**config.mk**
```make
export PLATFORM = sky130hd
export DESIGN_NAME = pte_access_unit
export DESIGN_NICKNAME = d
export VERILOG_FILES = /design/src/rtl/pte_chk_pkg.sv /design/src/rtl/pte_perm_eval.sv /design/src/rtl/pte_flag_update.sv /design/src/rtl/pte_addr_form.sv /design/src/rtl/pte_access_unit.sv
export SDC_FILE = /design/constraint.sdc
export NUM_CORES = 1
export LEC_CHECK = 0
export BUFFER_PORTS_ARGS = -buffer_cell sky130_fd_sc_hd__buf_2
export CAP_MARGIN = 40
export CORE_MARGIN = 1.5
export CORE_UTILIZATION = 37
export CTS_BUF_LIST = sky130_fd_sc_hd__clkbuf_4
export CTS_CLUSTER_DIAMETER = 60
export CTS_CLUSTER_SIZE = 25
export DETAILED_ROUTE_END_ITERATION = 12
export HOLD_SLACK_MARGIN = 0.03
export MAX_ROUTING_LAYER = met4
export PLACE_DENSITY = 0.69
export SYNTH_ARGS = -nofsm -noshare
export SYNTH_HDL_FRONTEND = slang
export SYNTH_SLANG_ARGS = --single-unit
```
**constraint.sdc**
```tcl
create_clock -name clk -period 2 [get_ports clk]
set_clock_uncertainty 0.1 [all_clocks]
set_input_delay 0.4 -clock clk [delete_from_list [all_inputs] [get_ports clk]]
set_output_delay 0.4 -clock clk [all_outputs]
set_load 0.1 [all_outputs]
```
**src/rtl/pte_chk_pkg.sv**
```systemverilog
package pte_chk_pkg;

  // Bit positions that the page-table memory format fixes
  localparam int unsigned PTE_BIT_PRESENT  = 0;
  localparam int unsigned PTE_BIT_WRITABLE = 1;
  localparam int unsigned PTE_BIT_USER     = 2;
  localparam int unsigned PTE_BIT_ACCESSED = 5;
  localparam int unsigned PTE_BIT_DIRTY    = 6;

  typedef enum logic [1:0] {
    CAUSE_NONE    = 2'b00,
    CAUSE_ABSENT  = 2'b01,
    CAUSE_WPROT   = 2'b10,
    CAUSE_PRIV    = 2'b11
  } pte_cause_e;

endpackage

```
**src/rtl/pte_perm_eval.sv**
```systemverilog
module pte_perm_eval
  import pte_chk_pkg::*;
(
  input  logic       present,
  input  logic       writable,
  input  logic       user_ok,
  input  logic       is_write,
  input  logic       is_user,
  output pte_cause_e cause
);

  // Priority: absent page, then privilege, then write protection
  always_comb begin
    if (!present)
      cause = CAUSE_ABSENT;
    else if (is_user && !user_ok)
      cause = CAUSE_PRIV;
    else if (is_write && !writable)
      cause = CAUSE_WPROT;
    else
      cause = CAUSE_NONE;
  end

endmodule

```
**src/rtl/pte_flag_update.sv**
```systemverilog
module pte_flag_update
  import pte_chk_pkg::*;
#(
  parameter int unsigned ENTRY_W = 32
) (
  input  logic [ENTRY_W-1:0] entry_in,
  input  logic               is_write,
  output logic [ENTRY_W-1:0] entry_out,
  output logic               flags_changed
);

  logic [ENTRY_W-1:0] set_mask;

  // Flags are only ever ORed in; clearing belongs to software
  always_comb begin
    set_mask                   = '0;
    set_mask[PTE_BIT_ACCESSED] = 1'b1;
    set_mask[PTE_BIT_DIRTY]    = is_write;
  end

  assign entry_out     = entry_in | set_mask;
  assign flags_changed = |(set_mask & ~entry_in);

endmodule

```
**src/rtl/pte_addr_form.sv**
```systemverilog
module pte_addr_form #(
  parameter int unsigned ADDR_W     = 32,
  parameter int unsigned PAGE_SHIFT = 12
) (
  input  logic [ADDR_W-PAGE_SHIFT-1:0] frame,
  input  logic [PAGE_SHIFT-1:0]        offset,
  output logic [ADDR_W-1:0]            paddr
);

  assign paddr = {frame, offset};

endmodule

```
**src/rtl/pte_access_unit.sv**
```systemverilog
module pte_access_unit
  import pte_chk_pkg::*;
#(
  parameter int unsigned ADDR_W     = 32,
  parameter int unsigned PAGE_SHIFT = 12
) (
  input  logic              clk,
  input  logic              rst,
  input  logic              req_valid,
  input  logic              req_write,
  input  logic              req_user,
  input  logic [ADDR_W-1:0] req_entry,
  input  logic [ADDR_W-1:0] req_vaddr,
  output logic              rsp_valid,
  output logic              rsp_fault,
  output logic [1:0]        rsp_cause,
  output logic [ADDR_W-1:0] rsp_paddr,
  output logic              wb_valid,
  output logic [ADDR_W-1:0] wb_entry
);

  localparam int unsigned FRAME_W = ADDR_W - PAGE_SHIFT;

  pte_cause_e        cause_c;
  logic              legal_c;
  logic [ADDR_W-1:0] paddr_c;
  logic [ADDR_W-1:0] entry_upd_c;
  logic              changed_c;
  logic              unused_vaddr_hi;

  // Upper virtual address bits are replaced by the frame base
  assign unused_vaddr_hi = ^req_vaddr[ADDR_W-1:PAGE_SHIFT];

  pte_perm_eval i_perm (
    .present  (req_entry[PTE_BIT_PRESENT]),
    .writable (req_entry[PTE_BIT_WRITABLE]),
    .user_ok  (req_entry[PTE_BIT_USER]),
    .is_write (req_write),
    .is_user  (req_user),
    .cause    (cause_c)
  );

  pte_flag_update #(.ENTRY_W(ADDR_W)) i_flags (
    .entry_in      (req_entry),
    .is_write      (req_write),
    .entry_out     (entry_upd_c),
    .flags_changed (changed_c)
  );

  pte_addr_form #(.ADDR_W(ADDR_W), .PAGE_SHIFT(PAGE_SHIFT)) i_addr (
    .frame  (req_entry[ADDR_W-1:ADDR_W-FRAME_W]),
    .offset (req_vaddr[PAGE_SHIFT-1:0]),
    .paddr  (paddr_c)
  );

  assign legal_c = (cause_c == CAUSE_NONE);

  always_ff @(posedge clk) begin
    if (rst || !req_valid) begin
      rsp_valid <= 1'b0;
      rsp_fault <= 1'b0;
      rsp_cause <= 2'b00;
      rsp_paddr <= '0;
      wb_valid  <= 1'b0;
      wb_entry  <= '0;
    end else begin
      rsp_valid <= 1'b1;
      rsp_fault <= !legal_c;
      rsp_cause <= cause_c;
      rsp_paddr <= legal_c ? paddr_c : '0;
      wb_valid  <= legal_c && changed_c;
      wb_entry  <= (legal_c && changed_c) ? entry_upd_c : '0;
    end
  end

endmodule

```
==> results of run 1 <==
sequential cells by signal, indices dropped and copies added (netlist names):
signal / flops
wb_entry: 32
rsp_fault: 1
rsp_paddr: 32
wb_valid: 1
rsp_valid: 1
rsp_cause: 2
layout by cell type (no fill, tap or decap), drive strengths merged:
master  count
o211a       1
nand2b      3
buf       122
dfxtp      69
and3       61
nor2b       1
a21boi      2
clkinv      3
inv         2
a21oi       2
and2        3
bufinv      4
and3b       1
diode       1
clkbuf      9
cell usage after synthesis, drive strengths merged:
cell type  count
nor2b          1
inv            2
a21oi          2
dfxtp         69
and3          61
clkbuf         8
and2           3
buf            6
and3b          1
o211a          1
nand2b         3
a21boi         2
power breakdown:
part	internal [mW]	switching [mW]
combinational	0.0767	0.266
sequential	1.40	0.00560
clock	0.755	0.452
total	2.23	0.724
per-layer routing:
metal	routed length, um	global-route usage (%)
met2	1740	22.7
met1	1640	15.8
met3	404	7.31
met5	0	-
met4	59	6.85
final cells by class:
class	count	share of cell area (%)
flip-flops and latches	69	49.2
repair buffers	122	22.2
multi-input cells	74	17.9
clock inverters	7	4.90
well taps	70	3.12
clock buffers	9	2.40
inverters	2	0.267
diodes	1	0.0890
cells by family (layout without fill, tap and decap cells):
| kind of cell | after synthesis | count (layout) | share of synthesized area (%) |
|---|---|---|---|
| compound gates | 5 | 5 | 2.54 |
| buf+inv | 16 | 140 | 4.82 |
| flops | 69 | 69 | 70.1 |
| other cells | 0 | 1 | 0 |
| simple gates | 69 | 69 | 22.6 |
worst min-delay path by stage:
stage	from	endpoint	slack, ps	cells after the start
finish	req_entry[0]	rsp_fault	110	2
global route	req_entry[0]	rsp_cause[0]	70	2
CTS	req_entry[0]	rsp_fault	80	2
detailed placement	req_entry[0]	rsp_cause[0]	510	2
global placement	req_entry[0]	rsp_fault	500	2
floorplan	req_entry[0]	rsp_cause[0]	390	1
metrics by stage:
stage	hold WS [ps]	setup slack, ps	instances	power [mW]
after floorplan	392	591	159	1.70
after global placement	505	537	337	1.78
after detailed placement	512	528	337	1.78
after CTS	75.1	329	353	3.00
after global routing	72.6	285	354	3.08
final	112	373	354	2.96
==> results.txt, run 1 <==
----------------------------------------------------
[Timing]
  Post-route fraction of the period consumed by the critical path ... 81.3%
  Achievable clock frequency ... 0.615 GHz
  Fin. Hold Viols ... 0
  Setup total negative slack ... 0 ps
  Tightest slew margin relative to the limit ... 67.1%
  Unrepaired setup endpoints after global routing ... no
  Final min period ... 1630 ps
  Final-report max-slew violation count ... 0
  Transition at the pin with the smallest max-transition slack ... 497 ps
  Number of setup violations in the final report ... 0

[Setup path]
  Crit. End Element ... output pin
  Data arrival time of the critical path ... 1130 ps
  Cells traversed along the worst timing path ... buf_2
  Worst Path Buf+Inv ... 1
  Slowest stage cell on the critical path ... sky130_fd_sc_hd__buf_2
  Logic depth of the worst path, buffers included ... 1
  Max FO, Critical Path ... 1
  Cell type group with the largest total delay on the critical path ... buffers and inverters
  Slowest stage delay, CP ... 420 ps
  Worst Setup Path Type ... register to output pin
  Required @ worst endpoint ... 1500 ps
  Crit path capture ... rsp_paddr[12]
  Startpoint class of the critical path ... register
  First element of the critical path ... rsp_paddr[12]

[Detailed routing]
  TritonRoute pass-1 iters ... 4
  Routed wire length ... 3.84 mm
  Final routed wire length divided by cell count ... 10.8 um
  Number of remaining DRC errors ... 0
  DRT antenna net count ... 0
  Detailed Route Iter0 Violations ... 48
  Avg Vias per Cell ... 4.34
  Routed via count ... 1538

[Flow run]
  Max-cap violations ... 0

[GRT]
  Via count of the first global-routing pass ... 1454
  First-pass GRT wire length ... 6.40 mm
  Antenna violations before repair ... 1
  Maximum number of pins on one net before global-route repair ... 36
  Global-route congestion overflow total ... 0
  Global router's overall resource usage ... 14.7%

[CTS]
  Setup Buffers After CTS ... 0
  CTS tree ... built
  Clock transition at path regs ... 100 ps
  Number of buffers added to fix hold violations after cts ... 0
  TritonCTS buffer count ... 9
  CTS H-tree lvls ... 3
  Maximum clock path buffer count ... 2
  Library cell used as clock root buffer ... sky130_fd_sc_hd__clkbuf_4
  CTS-repair resized insts ... 0
  Number of sinks driven by the clock tree ... 69

[Yosys]
  Post-synthesis register bit count ... 69
  Syn Nets ... 228
  Register area share after synthesis ... 70.1%
  Synthesized area divided by synthesized cell count ... 12.4 sq um
  Warning count from the yosys run ... 0
  Cell accounting for the most synthesized area ... sky130_fd_sc_hd__dfxtp_1
  Number of distinct library cells after synthesis ... 16
  Synthesized netlist cell count ... 159
  Yosys top cell area share ... 70.1%
  Most area-consuming cells after synthesis ... sky130_fd_sc_hd__dfxtp_1, sky130_fd_sc_hd__and3_1, sky130_fd_sc_hd__and3_2, sky130_fd_sc_hd__buf_6, sky130_fd_sc_hd__and2_2
  Syn Std Cell Area ... 1970 sq um

[Die]
  Core Area ... 5110 sq um
  Starting Density ... 38.6%
  Placement Rows ... 26
  Die Area ... 5780 sq um
  I/O pin count ... 138
  Horizontal extent of the die ... 76 um
  Die height ... 76 um

[Placement]
  Half-perimeter wire length of the detailed placement result ... 2.67 mm
  Weighted congestion at the end of routability-driven global placement ... 0.705
  Placement Cell Area ... 2600 sq um
  Number of buffer cells added on primary ports ... 117

[Cells and area]
  Total non-filler cell area in the finished layout ... 2810 sq um
  Layout cell share with drive strength beyond 1 ... 52.3%
  Multi-input gate area in the final layout ... 503 sq um
  Layout fillers ... 451
  Layout Utilization ... 55.0%
  Post-layout net count ... 347
  Sequential cell area ... 1380 sq um
  Area growth syn-to-layout ... 42.5%

[Status]
  Outcome ... finished, final reports clean

[Min path]
  Type of the worst min-delay path ... input pin to register

[Pwr]
  Power density over cell area ... 1050 nW/um^2
  Peak ir drop on the vdd network ... 0.000701 V
  Leakage power ... 1.69 nW

----------------------------------------------------
Note: power is estimated with default switching activity, not from simulation.
==> run 2: changes to the inputs <==
--- a/config.mk
+++ b/config.mk
@@ -5,6 +5,7 @@
 export SDC_FILE = /design/constraint.sdc
 export NUM_CORES = 1
 export LEC_CHECK = 0
+export ABC_AREA = 1
 export BUFFER_PORTS_ARGS = -buffer_cell sky130_fd_sc_hd__buf_2
 export CAP_MARGIN = 40
 export CORE_MARGIN = 1.5
@@ -15,7 +16,7 @@
 export DETAILED_ROUTE_END_ITERATION = 12
 export HOLD_SLACK_MARGIN = 0.03
 export MAX_ROUTING_LAYER = met4
-export PLACE_DENSITY = 0.69
+export PLACE_DENSITY = 0.68
 export SYNTH_ARGS = -nofsm -noshare
 export SYNTH_HDL_FRONTEND = slang
 export SYNTH_SLANG_ARGS = --single-unit
==> constraint.sdc (replaced) <==
create_clock -name clk -period 1.6 [get_ports clk]
set_clock_uncertainty 0.1 [all_clocks]
set_input_delay 0.32 -clock clk [delete_from_list [all_inputs] [get_ports clk]]
set_output_delay 0.32 -clock clk [all_outputs]
set_load 0.1 [all_outputs]
==> results.txt, run 2 <==
----------------------------------------------------
[Detailed routing]
  Number of remaining DRC errors ... 0 (unchanged)
  Routed wire length ... 4.39 mm (was 3.84 mm)
  DRT antenna net count ... 0 (unchanged)
  Detailed Route Iter0 Violations ... 49 (was 48)
  Routed via count ... 1669 (was 1538)
  Final routed wire length divided by cell count ... 10.2 um (was 10.8 um)
  Avg Vias per Cell ... 3.88 (was 4.34)
  TritonRoute pass-1 iters ... 3 (was 4)

[Yosys]
  Top flip-flop cell by instance count after synthesis ... sky130_fd_sc_hd__dfxtp_1 (unchanged)
  Register area share after synthesis ... 67.6% (was 70.1%)
  Synthesized netlist cell count ... 200 (was 159)
  Simple-gate share of the synthesized area ... 19.0% (was 22.6%)
  Post-synthesis adder-cell area fraction ... 0% (unchanged)
  Syn Nets ... 269 (was 228)
  Yosys top cell area share ... 67.6% (was 70.1%)
  Warning count from the yosys run ... 0 (unchanged)
  Number of distinct library cells after synthesis ... 14 (was 16)
  Most area-consuming cells after synthesis ... sky130_fd_sc_hd__dfxtp_1, sky130_fd_sc_hd__nor2_2, sky130_fd_sc_hd__inv_1, sky130_fd_sc_hd__nor2_1, sky130_fd_sc_hd__buf_6 (was sky130_fd_sc_hd__dfxtp_1, sky130_fd_sc_hd__and3_1, sky130_fd_sc_hd__and3_2, sky130_fd_sc_hd__buf_6, sky130_fd_sc_hd__and2_2)
  Most frequently used cell type in the post-synthesis netlist ... sky130_fd_sc_hd__dfxtp_1 (unchanged)
  Syn Std Cell Area ... 2040 sq um (was 1970 sq um)
  Post-synthesis share of cell area spent on xor and xnor gates ... 0% (unchanged)
  Synthesized area divided by synthesized cell count ... 10.2 sq um (was 12.4 sq um)
  Cell accounting for the most synthesized area ... sky130_fd_sc_hd__dfxtp_1 (unchanged)
  Cell types with the highest counts after synthesis ... sky130_fd_sc_hd__dfxtp_1, sky130_fd_sc_hd__inv_1, sky130_fd_sc_hd__nor2_2, sky130_fd_sc_hd__nor2_1, sky130_fd_sc_hd__buf_6 (was sky130_fd_sc_hd__dfxtp_1, sky130_fd_sc_hd__and3_1, sky130_fd_sc_hd__and3_2, sky130_fd_sc_hd__clkbuf_1, sky130_fd_sc_hd__buf_6)
  Post-synth EDFFs ... 0 (unchanged)
  Post-synthesis register bit count ... 69 (unchanged)
  Share of flip-flops with an asynchronous set or reset ... 0% (unchanged)
  Area fraction in compound gates after synthesis ... 1.04% (was 2.54%)
  Share of cell area taken by muxes after synthesis ... 0% (unchanged)
  Main combinational cell family by area after synthesis ... simple AND/OR/NAND/NOR gates (unchanged)

[Cells and area]
  Commonest cells after routing, fill and taps aside ... sky130_fd_sc_hd__dfxtp_1, sky130_fd_sc_hd__buf_2, sky130_fd_sc_hd__clkbuf_4 (was sky130_fd_sc_hd__buf_2, sky130_fd_sc_hd__dfxtp_1, sky130_fd_sc_hd__and3_1)
  Most common cell after layout, fill and taps aside ... sky130_fd_sc_hd__dfxtp_1 (was sky130_fd_sc_hd__buf_2)
  Largest regs ... rsp_paddr (32), wb_entry (32), rsp_cause (2) (unchanged)
  Post-layout net count ... 424 (was 347)
  Layout cell share with drive strength beyond 1 ... 48.9% (was 52.3%)
  Layout fillers ... 457 (was 451)
  Final antenna diode count ... 0 (was 1)
  Area growth syn-to-layout ... 61.5% (was 42.5%)

[Min path]
  Startpoint of the lowest-slack hold path ... req_entry[20] (was req_entry[0])
  Type of the worst min-delay path ... input pin to register (unchanged)

[Timing]
  Unrepaired setup endpoints after global routing ... no (unchanged)
  Fin. Hold Viols ... 0 (unchanged)
  Transition at the pin with the smallest max-transition slack ... 501 ps (was 497 ps)
  Setup total negative slack ... 0 ps (unchanged)
  Post-route fraction of the period consumed by the critical path ... 97.2%
  Achievable clock frequency ... 0.643 GHz
  Worst Hold Margin ... 61.2 ps (was 112 ps)
  Number of setup violations in the final report ... 0 (unchanged)
  Tightest slew margin relative to the limit ... 66.8% (was 67.1%)
  Final-report max-slew violation count ... 0 (unchanged)
  Final min period ... 1560 ps

[CTS]
  Number of sinks driven by the clock tree ... 69 (unchanged)
  CTS H-tree lvls ... 3 (unchanged)
  Maximum clock path buffer count ... 2 (unchanged)
  Clock transition at path regs ... 110 ps (was 100 ps)
  Library cell used as clock root buffer ... sky130_fd_sc_hd__clkbuf_4 (unchanged)
  TritonCTS buffer count ... 9 (unchanged)
  Setup Buffers After CTS ... 0 (unchanged)
  CTS tree ... built (unchanged)

[Pwr]
  Net Switching ... 0.929 mW (was 0.724 mW)
  Power share of the clock group ... 35.1% (was 40.9%)
  Peak ir drop on the vdd network ... 0.000581 V (was 0.000701 V)
  Leakage power ... 1.78 nW (was 1.69 nW)
  Comb power frac ... 14.5% (was 11.6%)
  Sequential fraction of design power ... 50.4% (was 47.6%)
  Internal power of the cells ... 2.56 mW (was 2.23 mW)
  Switching Share ... 26.6% (was 24.5%)
  Power density over cell area ... 1060 nW/um^2 (was 1050 nW/um^2)

[GRT]
  First-pass GRT wire length ... 7.07 mm (was 6.40 mm)
  Global routing usage on met3 ... 5.00% (was 7.31%)
  Global-route congestion overflow total ... 0 (unchanged)
  Busiest layer in global routing ... met2 (unchanged)
  Maximum number of pins on one net before global-route repair ... 25 (was 36)
  Via count of the first global-routing pass ... 1622 (was 1454)
  Met1 GRT Util ... 16.4% (was 15.8%)
  Global router's overall resource usage ... 16.2% (was 14.7%)
  Routing usage on met2 ... 26.9% (was 22.7%)
  Antenna violations before repair ... 0 (was 1)

[Setup path]
  Crit. End Element ... output pin (unchanged)
  Cell type group with the largest total delay on the critical path ... buffers and inverters (unchanged)
  Slowest stage cell on the critical path ... sky130_fd_sc_hd__buf_2 (unchanged)
  Data arrival time of the critical path ... 1140 ps (was 1130 ps)
  Worst Setup Path Type ... register to output pin (unchanged)
  Cells traversed along the worst timing path ... buf_2 (unchanged)
  Required @ worst endpoint ... 1180 ps (was 1500 ps)
  Worst Path Buf+Inv ... 1 (unchanged)
  Max FO, Critical Path ... 1 (unchanged)
  Startpoint class of the critical path ... register (unchanged)
  Slowest stage delay, CP ... 420 ps (about the same)
  First element of the critical path ... rsp_paddr[4] (was rsp_paddr[12])

[Die]
  I/O pin count ... 138 (unchanged)
  Starting Density ... 39.2% (was 38.6%)
  Core Area ... 5200 sq um (was 5110 sq um)
  Die height ... 77.3 um (was 76 um)
  Die Area ... 5970 sq um (was 5780 sq um)
  Horizontal extent of the die ... 77.3 um (was 76 um)
  Placement Rows ... 26 (unchanged)

[Placement]
  Number of buffer cells added on primary ports ... 117 (unchanged)
  Half-perimeter wire length of the detailed placement result ... 2.89 mm (was 2.67 mm)
  Weighted congestion at the end of routability-driven global placement ... 0.682 (was 0.705)

[Flow run]
  Max-cap violations ... 0 (unchanged)

[Status]
  Outcome ... finished, final reports clean (unchanged)

----------------------------------------------------
==> run 2: area by class of cell <==
| type | instances | area, sq um | share of cell area (%) |
|---|---|---|---|
| Clock buffer | 11 | 82.6 | 2.50 |
| Clock inverter | 5 | 75.1 | 2.28 |
| Inverter | 49 | 184 | 5.58 |
| Multi-Input combinational cell | 76 | 409 | 12.4 |
| Sequential cell | 69 | 1380 | 41.9 |
| Tap cell | 70 | 87.6 | 2.66 |
| Timing Repair Buffer | 150 | 1080 | 32.7 |
==> run 2: stage by stage <==
step	cell area, sq um	total power, mW	setup WS [ps]	utilization [%]	cells
after detailed placement	2710	2.24	241	52.0	384
after floorplan	2040	2.13	271	-	200
after global placement	2710	2.23	257	52.0	384
after global routing	3300	3.65	0.290	63.4	430
after CTS	3170	3.52	0.533	61.0	429
final	3300	3.49	44.4	63.4	430
==> run 2: cells by family after synthesis <==
logic type,after synthesis
compound gates,3
buf+inv,55
flops,69
simple gates,73
==> run 2: final timing paths <==
kind	end	depth (start not counted)
min	rsp_paddr[20]	3
max	rsp_paddr[4]	1
==> run 2: timing repair <==
action                                 CTS  global route
setup endpoints to repair                7            46
gates resized for setup                  7            46
endpoints found under the hold margin   34             1
hold buffers                            29             1
==> run 2: metal layers <==
metal  up-vias  share of wire (%)
li1        868                  -
met1       720                 39
met2        72                 52
met3         9                6.8
met4         0                2.3
met5         -                  0
==> run 2: power by group through the flow <==
stage	Clock (mW)	Combinational, mW	Sequential [mW]
after floorplan	0	0.0838	2.05
after global placement	0	0.434	1.80
after detailed placement	0	0.438	1.80
after CTS	1.27	0.496	1.76
after global routing	1.35	0.534	1.76
final	1.23	0.506	1.76
==> run 3: changes to the inputs <==
--- a/config.mk
+++ b/config.mk
@@ -17,6 +17,7 @@
 export HOLD_SLACK_MARGIN = 0.03
 export MAX_ROUTING_LAYER = met4
 export PLACE_DENSITY = 0.68
+export RECOVER_POWER = 100
 export SYNTH_ARGS = -nofsm -noshare
 export SYNTH_HDL_FRONTEND = slang
 export SYNTH_SLANG_ARGS = --single-unit
==> results.txt, run 3 (synthesis results as in run 2) <==
----------------------------------------------------
[Die]
  Die Area ... 5970 sq um (unchanged)
  Die height ... 77.3 um (unchanged)
  Placement Rows ... 26 (unchanged)
  I/O pin count ... 138 (unchanged)
  Horizontal extent of the die ... 77.3 um (unchanged)
  Core Area ... 5200 sq um (unchanged)
  Starting Density ... 39.2% (unchanged)

[Detailed routing]
  DRT antenna net count ... 0 (unchanged)
  Routed via count ... 1663 (was 1669)
  Detailed Route Iter0 Violations ... 45 (was 49)
  Routed wire length ... 4.42 mm (was 4.39 mm)
  Final routed wire length divided by cell count ... 10.3 um (was 10.2 um)
  Number of remaining DRC errors ... 0 (unchanged)
  Avg Vias per Cell ... 3.87 (was 3.88)
  TritonRoute pass-1 iters ... 3 (unchanged)

[Setup path]
  Required @ worst endpoint ... 1180 ps (about the same)
  Data arrival time of the critical path ... 1130 ps (was 1140 ps)
  First element of the critical path ... rsp_paddr[4] (unchanged)
  Slowest stage cell on the critical path ... sky130_fd_sc_hd__buf_2 (unchanged)
  Crit. End Element ... output pin (unchanged)
  Max FO, Critical Path ... 1 (unchanged)
  Cell type group with the largest total delay on the critical path ... buffers and inverters (unchanged)
  Worst Setup Path Type ... register to output pin (unchanged)
  Cells traversed along the worst timing path ... buf_2 (unchanged)
  Startpoint class of the critical path ... register (unchanged)
  Slowest stage delay, CP ... 420 ps (about the same)
  Worst Path Buf+Inv ... 1 (unchanged)
  Crit path capture ... rsp_paddr[4] (unchanged)
  Logic depth of the worst path, buffers included ... 1 (unchanged)

[CTS]
  Clock transition at path regs ... 100 ps (was 110 ps)
  Setup Buffers After CTS ... 0 (unchanged)
  Maximum clock path buffer count ... 2 (unchanged)
  CTS tree ... built (unchanged)
  TritonCTS buffer count ... 9 (unchanged)
  Number of sinks driven by the clock tree ... 69 (unchanged)
  CTS H-tree lvls ... 3 (unchanged)
  Library cell used as clock root buffer ... sky130_fd_sc_hd__clkbuf_4 (unchanged)

[Pwr]
  Power density over cell area ... 1080 nW/um^2 (was 1060 nW/um^2)
  Peak ir drop on the vdd network ... 0.000581 V (about the same)
  Leakage power ... 1.75 nW (was 1.78 nW)

[Placement]
  Inst Count DP ... 384 (unchanged)
  Number of buffer cells added on primary ports ... 117 (unchanged)
  Placement Cell Area ... 2710 sq um (unchanged)
  Worst-case setup slack after placement ... 241 ps (unchanged)
  Weighted congestion at the end of routability-driven global placement ... 0.682 (unchanged)
  Half-perimeter wire length of the detailed placement result ... 2.89 mm (unchanged)

[Timing]
  Least setup slack across all paths after layout ... 45.7 ps (was 44.4 ps)
  Setup total negative slack ... 0 ps (unchanged)
  Number of setup violations in the final report ... 0 (unchanged)
  Tightest slew margin relative to the limit ... 61.3% (was 66.8%)
  Post-route fraction of the period consumed by the critical path ... 97.1% (was 97.2%)
  Unrepaired setup endpoints after global routing ... no (unchanged)
  Final min period ... 1550 ps (was 1560 ps)
  Fin. Hold Viols ... 0 (unchanged)
  Final-report max-slew violation count ... 0 (unchanged)
  Transition at the pin with the smallest max-transition slack ... 580 ps (was 501 ps)
  Achievable clock frequency ... 0.643 GHz (about the same)

[Cells and area]
  Layout cell share with drive strength beyond 1 ... 46.1% (was 48.9%)
  Total non-filler cell area in the finished layout ... 3220 sq um (was 3300 sq um)
  Post-layout net count ... 424 (unchanged)
  Final antenna diode count ... 0 (unchanged)
  Area growth syn-to-layout ... 57.8% (was 61.5%)
  Final cell count without fillers ... 430 (unchanged)
  Most common cell after layout, fill and taps aside ... sky130_fd_sc_hd__dfxtp_1 (unchanged)
  Largest regs ... rsp_paddr (32), wb_entry (32), rsp_cause (2) (unchanged)
  Commonest cells after routing, fill and taps aside ... sky130_fd_sc_hd__dfxtp_1, sky130_fd_sc_hd__clkbuf_4, sky130_fd_sc_hd__buf_2 (was sky130_fd_sc_hd__dfxtp_1, sky130_fd_sc_hd__buf_2, sky130_fd_sc_hd__clkbuf_4)

[Status]
  Outcome ... finished, final reports clean (unchanged)

[Flow run]
  Max-cap violations ... 0 (unchanged)

[GRT]
  Maximum number of pins on one net before global-route repair ... 25 (unchanged)
  Global router's overall resource usage ... 16.2% (unchanged)
  Antenna violations before repair ... 0 (unchanged)
  Via count of the first global-routing pass ... 1622 (unchanged)
  Global-route congestion overflow total ... 0 (unchanged)
  First-pass GRT wire length ... 7.07 mm (unchanged)

[Min path]
  Type of the worst min-delay path ... input pin to register (unchanged)

----------------------------------------------------
==> run 3: changes by cell type in the layout (fill, tap and decap cells not counted) <==
cell	previous run	this run
sky130_fd_sc_hd__clkbuf_2	0	3
sky130_fd_sc_hd__buf_12	3	0
sky130_fd_sc_hd__nor2_1	29	37
sky130_fd_sc_hd__nand3_1	0	1
sky130_fd_sc_hd__nor2_2	35	28
sky130_fd_sc_hd__clkbuf_4	57	64
sky130_fd_sc_hd__nand3_2	1	0
sky130_fd_sc_hd__buf_4	7	0
sky130_fd_sc_hd__nor2_4	1	0
sky130_fd_sc_hd__inv_2	1	0
sky130_fd_sc_hd__inv_1	48	49
==> run 3: layer usage <==
| metal | part of all wire, % | vias to the layer above | wire (um) | global-route usage, % |
|---|---|---|---|---|
| li1 | - | 868 | - | - |
| met1 | 39 | 714 | 1730 | 16.4 |
| met2 | 51 | 72 | 2270 | 26.9 |
| met3 | 7.3 | 9 | 321 | 5.00 |
| met4 | 2.3 | 0 | 102 | 10.4 |
| met5 | 0 | - | 0 | - |
==> run 3: worst min-delay path by stage <==
stage                              from            end  slack, ps  cells after the start
after CTS                 req_entry[20]  rsp_paddr[20]         30                      3
final                     req_entry[12]   wb_entry[12]         60                      3
after global placement     req_vaddr[6]   rsp_paddr[6]        430                      3
after floorplan            req_vaddr[0]   rsp_paddr[0]        330                      2
after global routing      req_entry[12]   wb_entry[12]         30                      3
after detailed placement   req_vaddr[1]   rsp_paddr[1]        440                      3
==> run 3: repair_timing <==
action,CTS,global route
gates resized for setup,7,46
endpoints found under the setup margin,7,46
hold endpoints to repair,34,1
hold buffers,29,1
pin swaps,0,0
==> run 3: stage by stage <==
| stage | utilization, % | hold slack (ps) | power (mW) |
|---|---|---|---|
| floorplan | - | 332 | 2.13 |
| global placement | 52.0 | 434 | 2.23 |
| detailed placement | 52.0 | 438 | 2.24 |
| CTS | 61.0 | 32.3 | 3.52 |
| global route | 61.9 | 34.4 | 3.64 |
| finish | 61.9 | 62.5 | 3.48 |
==> run 3: layout make-up <==
type | count | area [sq um]
clock buffers | 11 | 82.6
clock inverters | 5 | 75.1
fillers | 468 | 1980
inverters | 49 | 184
multi-input cells | 76 | 379
flip-flops and latches | 69 | 1380
well taps | 70 | 87.6
repair buffers | 150 | 1030
==> run 3: power breakdown <==
part	switching [mW]	internal, mW
Clock	0.565	0.660
Sequential	0.00853	1.75
Combinational	0.348	0.145
